==> src/rtl/lcd_pkg.sv <==
// Package for the display instruction decoder.
// Defines the instruction classes and the classifier that picks a class
// from the most significant set bit of an instruction byte.
package lcd_pkg;

    typedef enum logic [3:0] {
        K_NOP, K_CLEAR, K_HOME, K_ENTRY, K_DISPCTL,
        K_SHIFT, K_FUNC, K_GLYPH_ADDR, K_CELL_ADDR
    } cmd_kind_e;

    // Class of an instruction byte: the highest set bit wins.
    function automatic cmd_kind_e classify(input logic [7:0] b);
        cmd_kind_e k;
        k = K_NOP;
        for (int i = 0; i < 8; i++) begin
            if (b[i]) begin
                case (i)
                    0:       k = K_CLEAR;
                    1:       k = K_HOME;
                    2:       k = K_ENTRY;
                    3:       k = K_DISPCTL;
                    4:       k = K_SHIFT;
                    5:       k = K_FUNC;
                    6:       k = K_GLYPH_ADDR;
                    default: k = K_CELL_ADDR;
                endcase
            end
        end
        return k;
    endfunction

endpackage

==> src/rtl/lcd_strobe.sv <==
// Strobe edge finder.
// Flags the clock cycle in which the enable strobe is low after being high
// on the previous clock. It assumes the strobe is already synchronous to clk.
module lcd_strobe (
    input  logic clk,
    input  logic rst_n,
    input  logic en,
    output logic fall
);
    logic en_q;

    // Remember the strobe level from the previous clock.
    always_ff @(posedge clk) begin
        if (!rst_n) en_q <= 1'b0;
        else        en_q <= en;
    end

    assign fall = en_q & ~en;
endmodule

==> src/rtl/lcd_busy_timer.sv <==
// Busy countdown.
// A load starts a count of SHORT or LONG clocks; busy is high while the
// count is non-zero. It assumes LONG >= SHORT >= 1.
module lcd_busy_timer #(
    parameter int SHORT = 4,
    parameter int LONG  = 16
) (
    input  logic clk,
    input  logic rst_n,
    input  logic load,
    input  logic long_sel,
    output logic busy
);
    localparam int CW = $clog2(LONG + 1);

    logic [CW-1:0] cnt;

    // Load a new count on an accepted write, otherwise count down to zero.
    always_ff @(posedge clk) begin
        if (!rst_n)          cnt <= '0;
        else if (load)       cnt <= long_sel ? CW'(LONG) : CW'(SHORT);
        else if (cnt != '0)  cnt <= cnt - 1'b1;
    end

    assign busy = (cnt != '0);
endmodule

==> src/rtl/lcd_ram.sv <==
// Character memory.
// NCHAR byte cells with a one-cycle fill to the space code, one write port
// and one combinational read port. The fill takes priority over a write.
module lcd_ram #(
    parameter int NCHAR = 32,
    parameter int AW    = $clog2(NCHAR)
) (
    input  logic               clk,
    input  logic               rst_n,
    input  logic               clr,
    input  logic               we,
    input  logic [AW-1:0]      waddr,
    input  logic [7:0]         wdata,
    input  logic [AW-1:0]      raddr,
    output logic [7:0]         rdata,
    output logic [8*NCHAR-1:0] flat
);
    localparam logic [7:0] SPACE = 8'h20;

    logic [7:0] mem [NCHAR];

    // Reset or clear fills every cell with spaces; otherwise write one cell.
    always_ff @(posedge clk) begin
        if (!rst_n || clr) begin
            for (int i = 0; i < NCHAR; i++) mem[i] <= SPACE;
        end else if (we) begin
            mem[waddr] <= wdata;
        end
    end

    assign rdata = mem[raddr];

    // Expose every cell on the flat output.
    for (genvar g = 0; g < NCHAR; g++) begin : g_flat
        assign flat[8*g +: 8] = mem[g];
    end
endmodule

==> src/rtl/lcd_cmd_decoder.sv <==
// Display instruction decoder, top level.
// Takes a host bus cycle when the enable strobe falls. It decodes instruction
// writes, writes and reads character cells, and answers status reads. It holds
// the display flags, scroll offset and address counter. Assumes rs/rw/din are
// stable in the clock cycle where the strobe fall is seen, and NCHAR is a
// power of two not larger than 128.
module lcd_cmd_decoder
    import lcd_pkg::*;
#(
    parameter int NCHAR      = 32,
    parameter int BUSY_SHORT = 4,
    parameter int BUSY_LONG  = 16
) (
    input  logic               clk,
    input  logic               rst_n,
    input  logic               rs,
    input  logic               rw,
    input  logic               en,
    input  logic [7:0]         din,
    output logic [7:0]         dout,
    output logic               busy,
    output logic               disp_on,
    output logic               cursor_on,
    output logic               blink_on,
    output logic               entry_inc,
    output logic               entry_shift,
    output logic [4:0]         shift_ofs,
    output logic [8*NCHAR-1:0] ram_flat
);
    localparam int AW  = $clog2(NCHAR);
    localparam int ACW = 7;

    logic            fall;
    logic            wr_ok, wr_cmd, wr_data, rd_cyc;
    logic            long_sel;
    cmd_kind_e       kind;
    logic [ACW-1:0]  ac;
    logic [7:0]      rdata;
    logic [AW-1:0]   ac_next;

    // One step of an AW-bit index, up or down, wrapping.
    function automatic logic [AW-1:0] step(input logic [AW-1:0] v, input logic up);
        return up ? v + 1'b1 : v - 1'b1;
    endfunction

    // One step of the scroll offset, up or down, wrapping.
    function automatic logic [4:0] ostep(input logic [4:0] v, input logic up);
        return up ? v + 1'b1 : v - 1'b1;
    endfunction

    lcd_strobe u_strobe (
        .clk   (clk),
        .rst_n (rst_n),
        .en    (en),
        .fall  (fall)
    );

    assign kind     = classify(din);
    assign wr_ok    = fall & ~rw & ~busy;
    assign wr_cmd   = wr_ok & ~rs;
    assign wr_data  = wr_ok & rs;
    assign rd_cyc   = fall & rw;
    assign long_sel = wr_cmd & (kind == K_CLEAR || kind == K_HOME);
    assign ac_next  = step(ac[AW-1:0], entry_inc);

    lcd_busy_timer #(
        .SHORT (BUSY_SHORT),
        .LONG  (BUSY_LONG)
    ) u_busy (
        .clk      (clk),
        .rst_n    (rst_n),
        .load     (wr_ok),
        .long_sel (long_sel),
        .busy     (busy)
    );

    lcd_ram #(
        .NCHAR (NCHAR),
        .AW    (AW)
    ) u_ram (
        .clk   (clk),
        .rst_n (rst_n),
        .clr   (wr_cmd && kind == K_CLEAR),
        .we    (wr_data),
        .waddr (ac[AW-1:0]),
        .wdata (din),
        .raddr (ac[AW-1:0]),
        .rdata (rdata),
        .flat  (ram_flat)
    );

    // Control state: read returns, counter, offset and flags.
    always_ff @(posedge clk) begin
        if (!rst_n) begin
            dout        <= 8'h00;
            ac          <= '0;
            shift_ofs   <= '0;
            disp_on     <= 1'b0;
            cursor_on   <= 1'b0;
            blink_on    <= 1'b0;
            entry_inc   <= 1'b1;
            entry_shift <= 1'b0;
        end else begin
            if (rd_cyc) begin
                if (!rs) begin
                    dout <= {busy, ac};
                end else begin
                    dout <= rdata;
                    ac   <= ACW'(ac_next);
                end
            end
            if (wr_data) begin
                ac <= ACW'(ac_next);
                if (entry_shift) shift_ofs <= ostep(shift_ofs, entry_inc);
            end
            if (wr_cmd) begin
                case (kind)
                    K_CLEAR, K_HOME: begin
                        ac        <= '0;
                        shift_ofs <= '0;
                    end
                    K_ENTRY: begin
                        entry_inc   <= din[1];
                        entry_shift <= din[0];
                    end
                    K_DISPCTL: begin
                        disp_on   <= din[2];
                        cursor_on <= din[1];
                        blink_on  <= din[0];
                    end
                    K_SHIFT: begin
                        if (din[3]) shift_ofs <= ostep(shift_ofs, din[2]);
                        else        ac        <= ACW'(step(ac[AW-1:0], din[2]));
                    end
                    K_CELL_ADDR: ac <= din[6:0];
                    default: ;
                endcase
            end
        end
    end
endmodule

==> config.mk <==
export PLATFORM = sky130hd
export DESIGN_NAME = lcd_cmd_decoder
export DESIGN_NICKNAME = d
export VERILOG_FILES = /design/src/rtl/lcd_pkg.sv /design/src/rtl/lcd_strobe.sv /design/src/rtl/lcd_busy_timer.sv /design/src/rtl/lcd_ram.sv /design/src/rtl/lcd_cmd_decoder.sv
export SDC_FILE = /design/constraint.sdc
export NUM_CORES = 1
export LEC_CHECK = 0
export BUFFER_PORTS_ARGS = -buffer_cell sky130_fd_sc_hd__buf_2
export CAP_MARGIN = 20
export CORE_ASPECT_RATIO = 1.5
export CORE_MARGIN = 2
export CORE_UTILIZATION = 40
export CTS_BUF_LIST = sky130_fd_sc_hd__clkbuf_4
export DETAILED_ROUTE_END_ITERATION = 6
export GPL_ROUTABILITY_DRIVEN = 0
export HOLD_SLACK_MARGIN = 0.03
export PLACE_DENSITY = 0.68
export SKIP_CTS_REPAIR_TIMING = 1
export SLEW_MARGIN = 20
export SYNTH_ARGS = -nofsm -noshare
export SYNTH_HDL_FRONTEND = slang
export SYNTH_SLANG_ARGS = --single-unit
==> constraint.sdc <==
create_clock -name clk -period 6.7 [get_ports clk]
set_input_delay 0.67 -clock clk [delete_from_list [all_inputs] [get_ports clk]]
set_output_delay 0.67 -clock clk [all_outputs]
set_load 0.05 [all_outputs]
==> metrics.txt <==
critical setup path kind register to register; Switch Pwr 1.17 mW; vias post-DR around 11000; WL/cell 26.1 um; r2r worst-path depth 8; mapped cell area 13900 um2; I/O Pins 288; status completed; Mean Syn Cell Area 12.7 um2; CTS Sinks around 290; placed cells 1734; DR iter-0 viols 935; H-tree levels 3; Arr. time, crit path 4.19 ns; Netlist cell types 62; register area share after synthesis 0.598; setup ws final 2.85 ns; global-route wire length before repair 67700 um; worst setup path end u_ram.mem[2][6]; Layout Nets approximately 1400; fraction of registers with async set/reset 0; sequential power share 0.526; Port Buffer Count 287; area grow syn2layout 18.2%; largest net degree at the start of global routing 46; gr ovfl total 0; CTS tree built; P_leak 6.24 nW; Hold Crit Class input pin to register; Die Y 232 um; sw frac 0.297; CP max stage delay between 1 and 1.5 ns; CP max stage cell o21ai_0; Die ar. 36300 um2; CTS Root Cell clkbuf_4; Clk pwr share 0.340; Reg2Reg Setup Slack 2.85 ns; #FFs+latches synth ~290; crit end category register; final core utilization 0.479; yosys warns 0; Setup WS pre-CTS approximately 2.7 ns; CP startpoint kind register; vias in the first global route roughly 10000; Reg-to-Reg End u_ram.mem[2][6]; starting density of the core 0.405; peak supply drop 0.0875 mV; share of layout cells above drive strength 1 0.324; Via density 5.81; total CTS buffers 67; Non-Filler Instances roughly 1900; All-Layer GR Usage 0.263; row count slightly above 80; CP required 7.03 ns; core area 34300 um2; final setup violation count 0; combinational share of power 0.135; actual slew at the worst max-slew pin between 1 and 1.5 ns; Slew headroom 0.239; Post-DRT Antenna Nets 0; total iterations of the first detailed-routing run 5; Setup TNS 0 ns; final hold viol count 0; r2r startpoint u_busy.cnt[0]; max-capacitance violation count 0; Max Fclk between 0.2 and 0.3 GHz; min cycle time layout 3.85 ns; antenna violations before repair 2; Internal 2.77 mW; final wirelength ~48000 um; pwr dens between 200 and 250 nW/um2; Hold WS around 0.17 ns; Worst Clk Skew 0.0447 ns; crit path max fanout 16; gate count of the mapped netlist 1093; Post-synth EDFFs roughly 260; DR DRC count 0; Die Wd 156 um; Post-synth top flop edfxtp_1; Pins Over Slew Limit 0; hpwl dp 34900 um; fin crit share 0.575; insertion delay to the later sink of the worst-skew pair 0.76 ns; Syn Nets 1115; clk slew on worst S/H paths about 0.070 ns; crit-path cells inv_1 -> ha_1 -> nor4b_4 -> inv_2 -> nor2_1 -> and3_1 -> nand2_1 -> o21ai_0; Max Root-Sink Buffers 3; start point of the critical path u_busy.cnt[0]; RSZ-0062 raised after global routing no
## logic make-up (layout without fill, tap and decap cells)
| family | after synthesis | after routing | synth area share |
|---|---|---|---|
| muxes | 97 | 97 | 0.108 |
| buffers and inverters | 90 | 421 | 0.0261 |
| DFF | 287 | 287 | 0.598 |
| and+or+nand+nor | 454 | 454 | 0.184 |
| other | 0 | 2 | 0 |
| xor gates and xnor gates | 14 | 14 | 0.00883 |
| AOI/OAI and AO/OA | 142 | 142 | 0.0676 |
| adders and majority gates | 9 | 9 | 0.00811 |
## Yosys cell counts, types with 4 or more instances
master / number / area [um2]
nor3_1: 14 / 70.1
o22ai_1: 11 / 68.8
xor2_1: 5 / 43.8
o211ai_1: 8 / 60.1
ha_1: 9 / 113
and3_1: 6 / 37.5
a22oi_1: 15 / 113
nand2_1: 80 / 300
nor2b_1: 9 / 56.3
inv_1: 6 / 22.5
and2_1: 231 / 1450
xnor2_1: 9 / 78.8
clkbuf_1: 60 / 225
o21ai_0: 49 / 245
a32oi_1: 4 / 35.0
nor2_1: 54 / 203
edfxtp_1: 256 / 7690
nor3b_1: 4 / 30.0
nor2_4: 6 / 67.6
o31ai_1: 6 / 45.0
buf_2: 14 / 70.1
a31oi_1: 5 / 31.3
buf_1: 5 / 18.8
a21oi_1: 13 / 65.1
mux2i_1: 54 / 541
o21a_1: 4 / 30.0
dfxtp_1: 31 / 621
nand4_1: 15 / 93.8
mux4_2: 42 / 946
nand3_1: 13 / 65.1
## area by class of cell
cell class / count / area [um2]
inverters: 9 / 33.8
multi-input cells: 716 / 5240
diodes: 2 / 5.00
clock buffers: 84 / 631
clock inverters: 28 / 143
flip-flops and latches: 287 / 8310
well taps: 425 / 532
fillers: 3192 / 17800
repair buffers: 300 / 1530
## registers in the layout, summed over array words and instances (netlist names)
name / flops
entry_inc: 1
cursor_on: 1
ac: 7
shift_ofs: 5
u_strobe.en_q: 1
blink_on: 1
dout: 8
disp_on: 1
entry_shift: 1
u_busy.cnt: 5
u_ram.mem: 256
## how the worst min path moves through the flow
stage / startpoint / to / slack [ns] / cells past startpoint
global route: en / u_strobe.en_q / 0.15 / 2
global placement: ac[6] / ac[6] / 0.44 / 2
floorplan: ac[5] / ac[5] / 0.43 / 2
CTS: en / u_strobe.en_q / 0.12 / 2
detailed placement: ac[5] / ac[5] / 0.45 / 2
finish: en / u_strobe.en_q / 0.17 / 2
## layout by cell type, fill, tap and decap left out, drive strengths merged, types with 3 or more instances in the layout
master and count:
a211oi 3, a21oi 13, a22oi 15, a31oi 5, a32o 3, a32oi 4, and2 231, and3 6
buf 298, clkbuf 86, clkinv 27, dfxtp 31, edfxtp 256, ha 9, inv 9, mux2i 54
mux4 42, nand2 82, nand3 13, nand4 15, nor2 62, nor2b 9, nor3 15, nor3b 4
nor4 3, o211ai 8, o21a 4, o21ai 52, o22ai 11, o31ai 6, or3 3, xnor2 9
xor2 5
## power groups by stage
stage / combinational, mW / sequential, mW / clock, mW
finish: 0.531 / 2.07 / 1.34
global route: 0.558 / 2.08 / 1.43
CTS: 0.530 / 2.07 / 1.35
detailed placement: 0.528 / 2.11 / 0
global placement: 0.523 / 2.11 / 0
floorplan: 0.224 / 2.25 / 0
## stage by stage
step	power, mW	area (um2)
global route	4.07	16400
detailed placement	2.64	15600
global placement	2.64	15600
CTS	3.95	16400
finish	3.94	16400
floorplan	2.48	13900
## worst max-delay path: cells and delay by family (launching register included)
family	cells	cell delay, ns
flops	1	0.33
compound gates	1	1.14
simple gates	4	1.56
fa+ha+maj	1	0.16
buf+inv	2	0.23
## layer usage
layer	GRT usage	share of wire	up-vias
li1	-	-	4623
met1	0.294	0.34	5341
met2	0.455	0.51	660
met3	0.0493	0.077	139
met4	0.175	0.067	0
met5	0	0	-
No activity file was read; power rests on OpenSTA's default activity.
